**src/rtl/sgg_pkg.sv**
```systemverilog
package sgg_pkg;
  // Strobes passed from the control unit to the datapath
  typedef struct packed {
    logic loadTable;  // capture the offset table on this edge
    logic active;     // counter is running (a sync pulse has been seen)
  } sggStrobe_t;
endpackage

```
**src/rtl/sgg_ctrl.sv**
```systemverilog
module sgg_ctrl
  import sgg_pkg::*;
#(
  parameter int CNT_W = 16
) (
  input  logic             clk,
  input  logic             rst_n,
  input  logic             syncPulse,
  input  logic [CNT_W-1:0] periodIn,
  output sggStrobe_t       strobe,
  output logic [CNT_W-1:0] cnt,
  output logic [CNT_W-1:0] periodQ
);
  logic             activeQ;
  logic [CNT_W-1:0] lastCnt;

  assign lastCnt = periodQ - CNT_W'(1);

  always_ff @(posedge clk or negedge rst_n) begin
    if (!rst_n) begin
      cnt     <= '0;
      periodQ <= '0;
      activeQ <= 1'b0;
    end else if (syncPulse) begin
      cnt     <= '0;
      periodQ <= periodIn;
      activeQ <= 1'b1;
    end else if (activeQ) begin
      cnt <= (cnt == lastCnt) ? '0 : cnt + CNT_W'(1);
    end
  end

  assign strobe.loadTable = syncPulse;
  assign strobe.active    = activeQ;

  // a sync pulse restarts the count and arms the generator
  p_sync_restart_r2: assert property (@(posedge clk) disable iff (!rst_n)
    syncPulse |=> (cnt == '0 && strobe.active));
  // the count wraps to zero after the last tick of the period
  p_wrap_r3: assert property (@(posedge clk) disable iff (!rst_n)
    (activeQ && !syncPulse && cnt == lastCnt) |=> cnt == '0);
  // otherwise the count advances by exactly one
  p_step_r3: assert property (@(posedge clk) disable iff (!rst_n)
    (activeQ && !syncPulse && cnt != lastCnt) |=> cnt == $past(cnt) + CNT_W'(1));
  // the captured period only changes on a sync pulse
  p_period_hold_r6: assert property (@(posedge clk) disable iff (!rst_n)
    !syncPulse |=> $stable(periodQ));
endmodule

```
**src/rtl/sgg_datapath.sv**
```systemverilog
module sgg_datapath
  import sgg_pkg::*;
#(
  parameter int K     = 3,
  parameter int CNT_W = 16
) (
  input  logic                 clk,
  input  logic                 rst_n,
  input  sggStrobe_t           strobe,
  input  logic [CNT_W-1:0]     cnt,
  input  logic [CNT_W-1:0]     periodQ,
  input  logic [K*CNT_W-1:0]   offsetIn,
  output logic [(1<<K)-1:0]    gateOut,
  output logic [CNT_W-1:0]     refPhase
);
  localparam int NUM_MOD = 1 << K;
  localparam int SUM_W   = CNT_W + $clog2(K + 1);
  localparam int PH_W    = SUM_W + 1;

  logic [CNT_W-1:0]   offQ [K];
  logic [NUM_MOD-1:0] gateNext;
  logic [SUM_W-1:0]   totalDly;
  logic [PH_W-1:0]    halfPeriod;

  // Shadow copy of the offset table, refreshed only on sync
  always_ff @(posedge clk or negedge rst_n) begin
    if (!rst_n) begin
      for (int k = 0; k < K; k++) offQ[k] <= '0;
    end else if (strobe.loadTable) begin
      for (int k = 0; k < K; k++) offQ[k] <= offsetIn[k*CNT_W +: CNT_W];
    end
  end

  assign halfPeriod = PH_W'(periodQ >> 1);

  // One delay adder and phase comparator per module
  for (genvar m = 0; m < NUM_MOD; m++) begin : g_mod
    logic [SUM_W-1:0] dly;
    logic [PH_W-1:0]  raw;
    logic [PH_W-1:0]  wrapped;

    always_comb begin
      dly = '0;
      for (int k = 0; k < K; k++) begin
        if (((m >> k) & 1) == 1) dly = dly + SUM_W'(offQ[k]);
      end
    end

    assign raw      = PH_W'(cnt) + PH_W'(periodQ) - PH_W'(dly);
    assign wrapped  = (raw >= PH_W'(periodQ)) ? raw - PH_W'(periodQ) : raw;
    assign gateNext[m] = strobe.active && (wrapped < halfPeriod);
  end

  always_ff @(posedge clk or negedge rst_n) begin
    if (!rst_n) gateOut <= '0;
    else        gateOut <= gateNext;
  end

  always_comb begin
    totalDly = '0;
    for (int k = 0; k < K; k++) totalDly = totalDly + SUM_W'(offQ[k]);
  end
  assign refPhase = CNT_W'(totalDly >> 1);

  // gates stay low while the counter is not armed
  p_idle_low_r1: assert property (@(posedge clk) disable iff (!rst_n)
    !strobe.active |=> gateOut == '0);
  // no reference phase before the first sync
  p_ref_zero_r1: assert property (@(posedge clk) disable iff (!rst_n)
    !strobe.active |-> refPhase == '0);
  // the undelayed module is high on the first tick of a period
  p_first_module_r5: assert property (@(posedge clk) disable iff (!rst_n)
    (strobe.active && cnt == '0 && periodQ >= CNT_W'(2)) |=> gateOut[0]);
  // the reference phase cannot move without a table load
  p_table_hold_r6: assert property (@(posedge clk) disable iff (!rst_n)
    !strobe.loadTable |=> $stable(refPhase));
endmodule

```
**src/rtl/stair_gate_gen.sv**
```systemverilog
module stair_gate_gen
  import sgg_pkg::*;
#(
  parameter int K     = 3,
  parameter int CNT_W = 16
) (
  input  logic                 clk,
  input  logic                 rst_n,
  input  logic                 syncPulse,
  input  logic [CNT_W-1:0]     periodTicks,
  input  logic [K*CNT_W-1:0]   offsetTable,
  output logic [(1<<K)-1:0]    gateOut,
  output logic [CNT_W-1:0]     refPhase
);
  sggStrobe_t       strobe;
  logic [CNT_W-1:0] cnt;
  logic [CNT_W-1:0] periodQ;

  sgg_ctrl #(.CNT_W(CNT_W)) i_ctrl (
    .clk      (clk),
    .rst_n    (rst_n),
    .syncPulse(syncPulse),
    .periodIn (periodTicks),
    .strobe   (strobe),
    .cnt      (cnt),
    .periodQ  (periodQ)
  );

  sgg_datapath #(.K(K), .CNT_W(CNT_W)) i_datapath (
    .clk     (clk),
    .rst_n   (rst_n),
    .strobe  (strobe),
    .cnt     (cnt),
    .periodQ (periodQ),
    .offsetIn(offsetTable),
    .gateOut (gateOut),
    .refPhase(refPhase)
  );
endmodule

```
**config.mk**
```make
export PLATFORM = sky130hd
export DESIGN_NAME = stair_gate_gen
export DESIGN_NICKNAME = d
export VERILOG_FILES = /design/src/rtl/sgg_pkg.sv /design/src/rtl/sgg_ctrl.sv /design/src/rtl/sgg_datapath.sv /design/src/rtl/stair_gate_gen.sv
export SDC_FILE = /design/constraint.sdc
export NUM_CORES = 1
export LEC_CHECK = 0
export BUFFER_PORTS_ARGS = -buffer_cell sky130_fd_sc_hd__buf_2
export CORE_MARGIN = 4
export CORE_UTILIZATION = 40
export DETAILED_ROUTE_END_ITERATION = 6
export RECOVER_POWER = 100
export SLEW_MARGIN = 5
export SYNTH_ARGS = -nofsm -noshare
export SYNTH_HDL_FRONTEND = slang
export SYNTH_SLANG_ARGS = --single-unit
```
**constraint.sdc**
```tcl
create_clock -name clk -period 9.6 [get_ports clk]
set_input_delay 2.88 -clock clk [delete_from_list [all_inputs] [get_ports clk]]
set_output_delay 2.88 -clock clk [all_outputs]
set_load 0.005 [all_outputs]
```
==> results of run 1 <==
[metal layers]
layer	vias up	part of all wire
li1	11100	-
met1	10800	0.44
met2	805	0.45
met3	163	0.065
met4	2	0.044
met5	-	0.00016
[logic make-up (layout without fill, tap and decap cells)]
| logic type | Yosys count | count (layout) | share of synthesized area |
|---|---|---|---|
| buffers and inverters | 214 | 329 | 0.0368 |
| adders and majority gates | 459 | 459 | 0.262 |
| other | 0 | 1 | 0 |
| AOI/OAI and AO/OA | 969 | 969 | 0.272 |
| DFF | 89 | 89 | 0.0992 |
| and+or+nand+nor | 864 | 864 | 0.190 |
| muxes | 64 | 64 | 0.0317 |
| xor gates and xnor gates | 278 | 278 | 0.108 |
[worst reg2reg max path: cells and delay by family (launching register included)]
kind / cells / cell delay (ns)
flops: 1 / 0.43
xor+xnor: 2 / 0.40
buf+inv: 2 / 0.82
compound gates: 20 / 4.22
fa+ha+maj: 5 / 2.01
simple gates: 7 / 0.97
[area by class of cell]
| cell class | count | area [sq um] | area share |
|---|---|---|---|
| multi-input combinational | 2634 | 19400 | 0.799 |
| sequential | 89 | 2230 | 0.0917 |
| tap | 748 | 936 | 0.0385 |
| timing repair buffer | 143 | 797 | 0.0328 |
| inverter | 170 | 638 | 0.0263 |
| clock buffer | 9 | 225 | 0.00927 |
| clock inverter | 7 | 66.3 | 0.00273 |
| antenna | 1 | 2.50 | 0.000103 |
[worst paths after layout]
kind | startpoint | end | slack [ns] | cells after the start
worst min register to register | i_ctrl.cnt[0]$_DFFE_PN0P_ | i_ctrl.cnt[0]$_DFFE_PN0P_ | 0.56 | 1
worst max register to register | i_ctrl.cnt[0]$_DFFE_PN0P_ | i_datapath.gateOut[2]$_DFF_PN0_ | 0.60 | 36
worst min-delay path | i_ctrl.cnt[0]$_DFFE_PN0P_ | i_ctrl.cnt[0]$_DFFE_PN0P_ | 0.56 | 1
max in group asynchronous | rst_n | i_datapath.offQ[10]$_DFFE_PN0P_ | 2.24 | 2
worst max-delay path | i_ctrl.cnt[0]$_DFFE_PN0P_ | i_datapath.gateOut[2]$_DFF_PN0_ | 0.60 | 36
min in group asynchronous | rst_n | i_ctrl.cnt[12]$_DFFE_PN0P_ | 3.15 | 1
[power groups by stage]
stage,Sequential (mW),Combinational [mW],Clock (mW)
finish,0.474,9.07,0.387
global placement,0.479,8.70,0
detailed placement,0.479,8.89,0
CTS,0.472,8.97,0.398
global route,0.477,10.1,0.409
floorplan,0.448,6.91,0
[metrics by stage]
stage	total power, mW	worst slack [ns]	std cells	cell area [sq um]
after floorplan	7.36	1.62	2937	22500
after global placement	9.18	1.02	3784	24100
final	9.93	0.601	3801	24300
after detailed placement	9.37	0.869	3784	24100
after CTS	9.84	0.843	3800	24300
after global routing	11.0	0.0501	3800	24300
[sequential cells by signal, indices dropped and copies added, names as in the netlist]
register and cells:
i_ctrl.activeQ 1, i_datapath.offQ 48, i_ctrl.cnt 16, i_datapath.gateOut 8
i_ctrl.periodQ 16
[synth_stat cells (9+ instances only)]
cell type / number
a211oi_1: 36
or2_2: 18
mux2_2: 56
a31oi_1: 21
or3_1: 17
clkbuf_1: 30
inv_1: 170
xor2_1: 95
nor4_1: 24
a21oi_1: 271
nand4_1: 46
xnor2_1: 183
nor2_1: 208
a21o_1: 112
nand3_1: 59
a211o_1: 10
o2111ai_1: 9
nor2b_1: 55
dfrtp_1: 89
o21bai_1: 35
fa_1: 20
o21ai_0: 245
o31ai_1: 27
and2_1: 10
o21a_1: 61
o21ai_1: 13
and3_1: 27
nand2_1: 219
a21boi_0: 15
o211ai_1: 22
nand2b_1: 62
nand3b_1: 10
nor3_1: 73
ha_1: 439
==> results.json, run 1 <==
{
  "switchingPower_mw": 5.30,
  "htree_levels": 3,
  "p_leak_nw": 11.2,
  "met1_usage": 0.358,
  "busiest_layer": "met2",
  "final_antenna_net_count": 0,
  "grtUsageMet3": 0.0324,
  "core.rowCount": 86,
  "grt_pass1_wl_mm": 126,
  "syn_to_final_growth_pct": 8.21,
  "rsz0062_at_grt": "false",
  "fp.dieH_um": 245,
  "maxSlewHeadroom": -1.33,
  "p_per_area_nw_per_um2": 409,
  "gp_congestion": 0.972,
  "peakVddDrop_mv": 0.286,
  "holdWs_ns": 0.564,
  "drt-vias-per-instance": 6.02,
  "synth_edf_count": 0,
  "grt_pass1_vias": 22100,
  "ys_dominant_reg_cell": "dfrtp_1",
  "synth_top_cell_area_share": 0.245,
  "clockBufferDepth": 2,
  "finalHoldViolCount": 0,
  "cts_resized": 0,
  "max_stage_delay_ns": 0.53,
  "fin_setup_tns_ns": 0,
  "fin_crit_ns": 9.00,
  "clkTransAtPathRegs_ns": 0.08,
  "finalWirelength_mm": 83.0,
  "p_int_mw": 4.63,
  "fillerInstances": 5654,
  "worst_pin_slew_ns": 3.49,
  "hpwl_mm": 66.6,
  "final_common_cell": "ha_1",
  "critPathTopFamily": "compound AO/OA/AOI/OAI gates",
  "synth_sequential_area_ratio": 0.0992,
  "yosysWarnings": 0,
  "max_freq_mhz": 111,
  "outcome": "finished, violations left",
  "drt_pass1_iterations": 7,
  "violations": "capacitance limit, slew limit",
  "drtIter0Drc": 1819,
  "seqPwrFrac": 0.048,
  "critPathBufInv": 2,
  "worstSetupPathType": "flop to flop",
  "antenna_found_initial": 3,
  "synthesis.nets": 3463,
  "ios": 91,
  "layout_common_cells": "ha_1, a21oi_1, o21ai_0, nand2_1, nor2_1",
  "grt_overflow": 0,
  "comb_power_share": 0.913,
  "dieArea_sq_um": 60000,
  "drc_errors": 0,
  "root_buffer": "clkbuf_16",
  "synth-seq-cells": 89,
  "core_region_area_sq_um": 55300,
  "holdBufCountCts": 0,
  "die_w_um": 245,
  "skew_ns": 0.0182,
  "crit_path_max_fanout": 26,
  "drive_gt1_frac": 0.0727,
  "start_kind": "flop",
  "drv_slew": 180,
  "nets": 3573,
  "gr-usage-all-layers": 0.269,
  "cpMostUsedCell": "o21ai_0",
  "max_cap_violations": 3,
  "tritoncts": "built",
  "grt_max_degree": 88,
  "fin_crit_sh": 0.937,
  "syn_inst": 2937,
  "worstPathArrival_ns": 9.24,
  "start_util": 0.406,
  "syn_avg_cell_area_sq_um": 7.64,
  "async_flop_share": 1.00,
  "cts_setup_buffers": 0,
  "yosys.area.top_type": "ha_1",
  "cp-end-kind": "flop",
  "synth_area_leaders": "ha_1, dfrtp_1, xnor2_1, a21oi_1, o21ai_0",
  "swShare": 0.534,
  "clkPwrFrac": 0.039,
  "cp_slowest_cell": "ha_1",
  "synthDistinctLibCells": 76,
  "min_path_type": "flop to flop",
  "utilization": 0.439,
  "setup_viol": 0,
  "grtUsageMet2": 0.447,
  "worstSkewPairLatency_ns": 0.40,
  "synth_area_sq_um": 22500,
  "required_ns": 9.85,
  "port_buffers": 90,
  "wl_per_cell_um": 21.8,
  "dr_total_vias": 22900,
  "clock-sinks": 89,
  "numCtsBuffers": 9
}
Power figures use the tool's default switching activity.
==> run 2, diff against run 1 <==
--- a/config.mk
+++ b/config.mk
@@ -5,6 +5,7 @@
 export SDC_FILE = /design/constraint.sdc
 export NUM_CORES = 1
 export LEC_CHECK = 0
+export ABC_AREA = 1
 export BUFFER_PORTS_ARGS = -buffer_cell sky130_fd_sc_hd__buf_2
 export CORE_MARGIN = 4
 export CORE_UTILIZATION = 40
@@ -14,3 +15,4 @@
 export SYNTH_ARGS = -nofsm -noshare
 export SYNTH_HDL_FRONTEND = slang
 export SYNTH_SLANG_ARGS = --single-unit
+export TNS_END_PERCENT = 10
==> results.json, run 2 <==
{
  "synth_adder_area_share": 0.255,
  "worstSkewPairLatency_ns": 0.39,
  "max_stage_delay_ns": 0.77,
  "yosys.area.top_type": "ha_1",
  "grt_pass1_vias": 21800,
  "dr_total_vias": 23300,
  "synthesis.nets": 4020,
  "synth_edf_count": 0,
  "synth_top_cell_area_share": 0.238,
  "skew_ns": 0.0174,
  "wl_per_cell_um": 18.2,
  "cp_slowest_cell": "clkbuf_1",
  "worstSetupPathType": "flop to flop",
  "synthDistinctLibCells": 62,
  "drt-vias-per-instance": 5.37,
  "nets": 4112,
  "clockBufferDepth": 2,
  "cts_resized": 0,
  "start_kind": "flop",
  "hpwl_mm": 63.6,
  "clock-sinks": 89,
  "fin_setup_tns_ns": 0,
  "crit_path_max_fanout": 30,
  "synth_most_common_cell": "nand2_1",
  "worstPathArrival_ns": 8.29,
  "rsz0062_at_grt": "false",
  "syn_avg_cell_area_sq_um": 6.60,
  "required_ns": 9.92,
  "max_freq_mhz": 125,
  "finalWirelength_mm": 79.2,
  "clkTransAtPathRegs_ns": 0.09,
  "core_region_area_sq_um": 56700,
  "largest_reg_flops": 48,
  "reg.largest.list": "i_datapath.offQ (48), i_ctrl.cnt (16), i_ctrl.periodQ (16)",
  "cp-end-kind": "flop",
  "cpMostUsedCell": "nand2_1",
  "async_flop_share": 1.00,
  "core.rowCount": 87,
  "p_leak_nw": 12.7,
  "layout_common_cells": "nand2_1, ha_1, inv_1, a21oi_1, o21ai_0",
  "cts_setup_buffers": 0,
  "yosysWarnings": 0,
  "fin_crit_sh": 0.831,
  "tritoncts": "built",
  "largest-register": "i_datapath.offQ",
  "synth-compound-area-share": 0.204,
  "root_buffer": "clkbuf_16",
  "yosys.area_share.simple": 0.248,
  "violations": "capacitance limit, slew limit",
  "finalHoldViolCount": 0,
  "drtIter0Drc": 1645,
  "synth-seq-cells": 89,
  "grt_max_degree": 106,
  "max_cap_violations": 3,
  "syn_inst": 3494,
  "fp.dieH_um": 248,
  "worst_pin_slew_ns": 4.04,
  "syn_to_final_growth_pct": 7.49,
  "synth_sequential_area_ratio": 0.0965,
  "synth_area_sq_um": 23100,
  "ios": 91,
  "holdBufCountCts": 0,
  "final_common_cell": "nand2_1",
  "synth_area_leaders": "ha_1, nand2_1, dfrtp_1, xor2_1, a21oi_1",
  "grt_overflow": 0,
  "synth.area.mux_share": 0.000488,
  "port_buffers": 90,
  "start_util": 0.407,
  "outcome": "finished, violations left",
  "gr-usage-all-layers": 0.255,
  "htree_levels": 3,
  "drive_gt1_frac": 0.0532,
  "drt_pass1_iterations": 5,
  "maxSlewHeadroom": -1.69,
  "fillerInstances": 6046,
  "antenna_found_initial": 1,
  "synth.top_cells.by_count": "nand2_1, ha_1, inv_1",
  "drc_errors": 0,
  "final_antenna_net_count": 0,
  "gp_congestion": 0.986,
  "die_w_um": 248,
  "placed_cell_area_sq_um": 24500,
  "synth_xor_area_frac": 0.120,
  "peakVddDrop_mv": 0.207,
  "fin_crit_ns": 7.97,
  "setup_viol": 0,
  "grt_pass1_wl_mm": 122,
  "p_per_area_nw_per_um2": 385,
  "numCtsBuffers": 9,
  "synth_top_family_by_area": "adder cells",
  "drv_slew": 198,
  "finalInstanceArea_sq_um": 24800,
  "min_path_type": "flop to flop",
  "ys_dominant_reg_cell": "dfrtp_1",
  "dieArea_sq_um": 61600
}
## run 2: final timing paths
path	from	endpoint	slack, ns	cells past startpoint
worst max-delay path	i_ctrl.periodQ[0]$_DFFE_PN0P_	i_datapath.gateOut[7]$_DFF_PN0_	1.63	35
worst min-delay path	i_datapath.offQ[32]$_DFFE_PN0P_	i_datapath.offQ[32]$_DFFE_PN0P_	0.61	2
worst max register to register	i_ctrl.periodQ[0]$_DFFE_PN0P_	i_datapath.gateOut[7]$_DFF_PN0_	1.63	35
worst min register to register	i_datapath.offQ[32]$_DFFE_PN0P_	i_datapath.offQ[32]$_DFFE_PN0P_	0.61	2
max in group asynchronous	rst_n	i_datapath.offQ[43]$_DFFE_PN0P_	2.35	2
min in group asynchronous	rst_n	i_ctrl.cnt[11]$_DFFE_PN0P_	3.45	1
## run 2: power breakdown
| group | total [mW] | switching (mW) | leakage (nW) | internal [mW] |
|---|---|---|---|---|
| sequential | 0.467 | 0.0579 | 1.12 | 0.410 |
| combinational | 8.67 | 5.17 | 11.5 | 3.50 |
| clock | 0.414 | 0.204 | 0.153 | 0.210 |
## run 2: per-stage QoR
stage | hold slack (ns) | setup slack, ns | util | total power, mW | instances
3_5_place_dp | 0.588 | 2.07 | 0.433 | 9.07 | 4331
4_1_cts | 0.610 | 2.00 | 0.438 | 9.55 | 4347
2_1_floorplan | 0.498 | 3.18 | - | 7.27 | 3494
3_3_place_gp | 0.586 | 2.03 | 0.433 | 9.08 | 4331
6_report | 0.608 | 1.63 | 0.437 | 9.55 | 4348
5_1_grt | 0.638 | 0.699 | 0.437 | 10.9 | 4347
## run 2: cell families after synthesis
group | count (synthesis)
xor+xnor | 315
simple gates | 1325
mux | 1
buf+inv | 454
fa+ha+maj | 459
flops | 89
compound gates | 851
## run 2: final cells by class
cell class | instances | area, sq um | area share
Timing Repair Buffer | 121 | 642 | 0.0259
Inverter | 414 | 1560 | 0.0627
Sequential cell | 89 | 2230 | 0.0898
Tap cell | 756 | 946 | 0.0381
Clock inverter | 7 | 93.8 | 0.00378
Clock buffer | 9 | 225 | 0.00908
Antenna cell | 1 | 2.50 | 0.000101
Multi-Input combinational cell | 2951 | 19100 | 0.770
## run 2: worst max-delay path: cells and delay by family (launching register included)
family	cells	cell delay, ns
and+or+nand+nor	15	1.59
adders and majority gates	5	1.77
DFF	1	0.33
AOI/OAI and AO/OA	10	1.75
xor gates and xnor gates	2	0.78
buffers and inverters	3	1.68
## run 2: layer usage
layer	GRT usage	wire length (um)
met1	0.344	36300
met2	0.414	35000
met3	0.0302	4410
met4	0.102	3500
met5	0	0
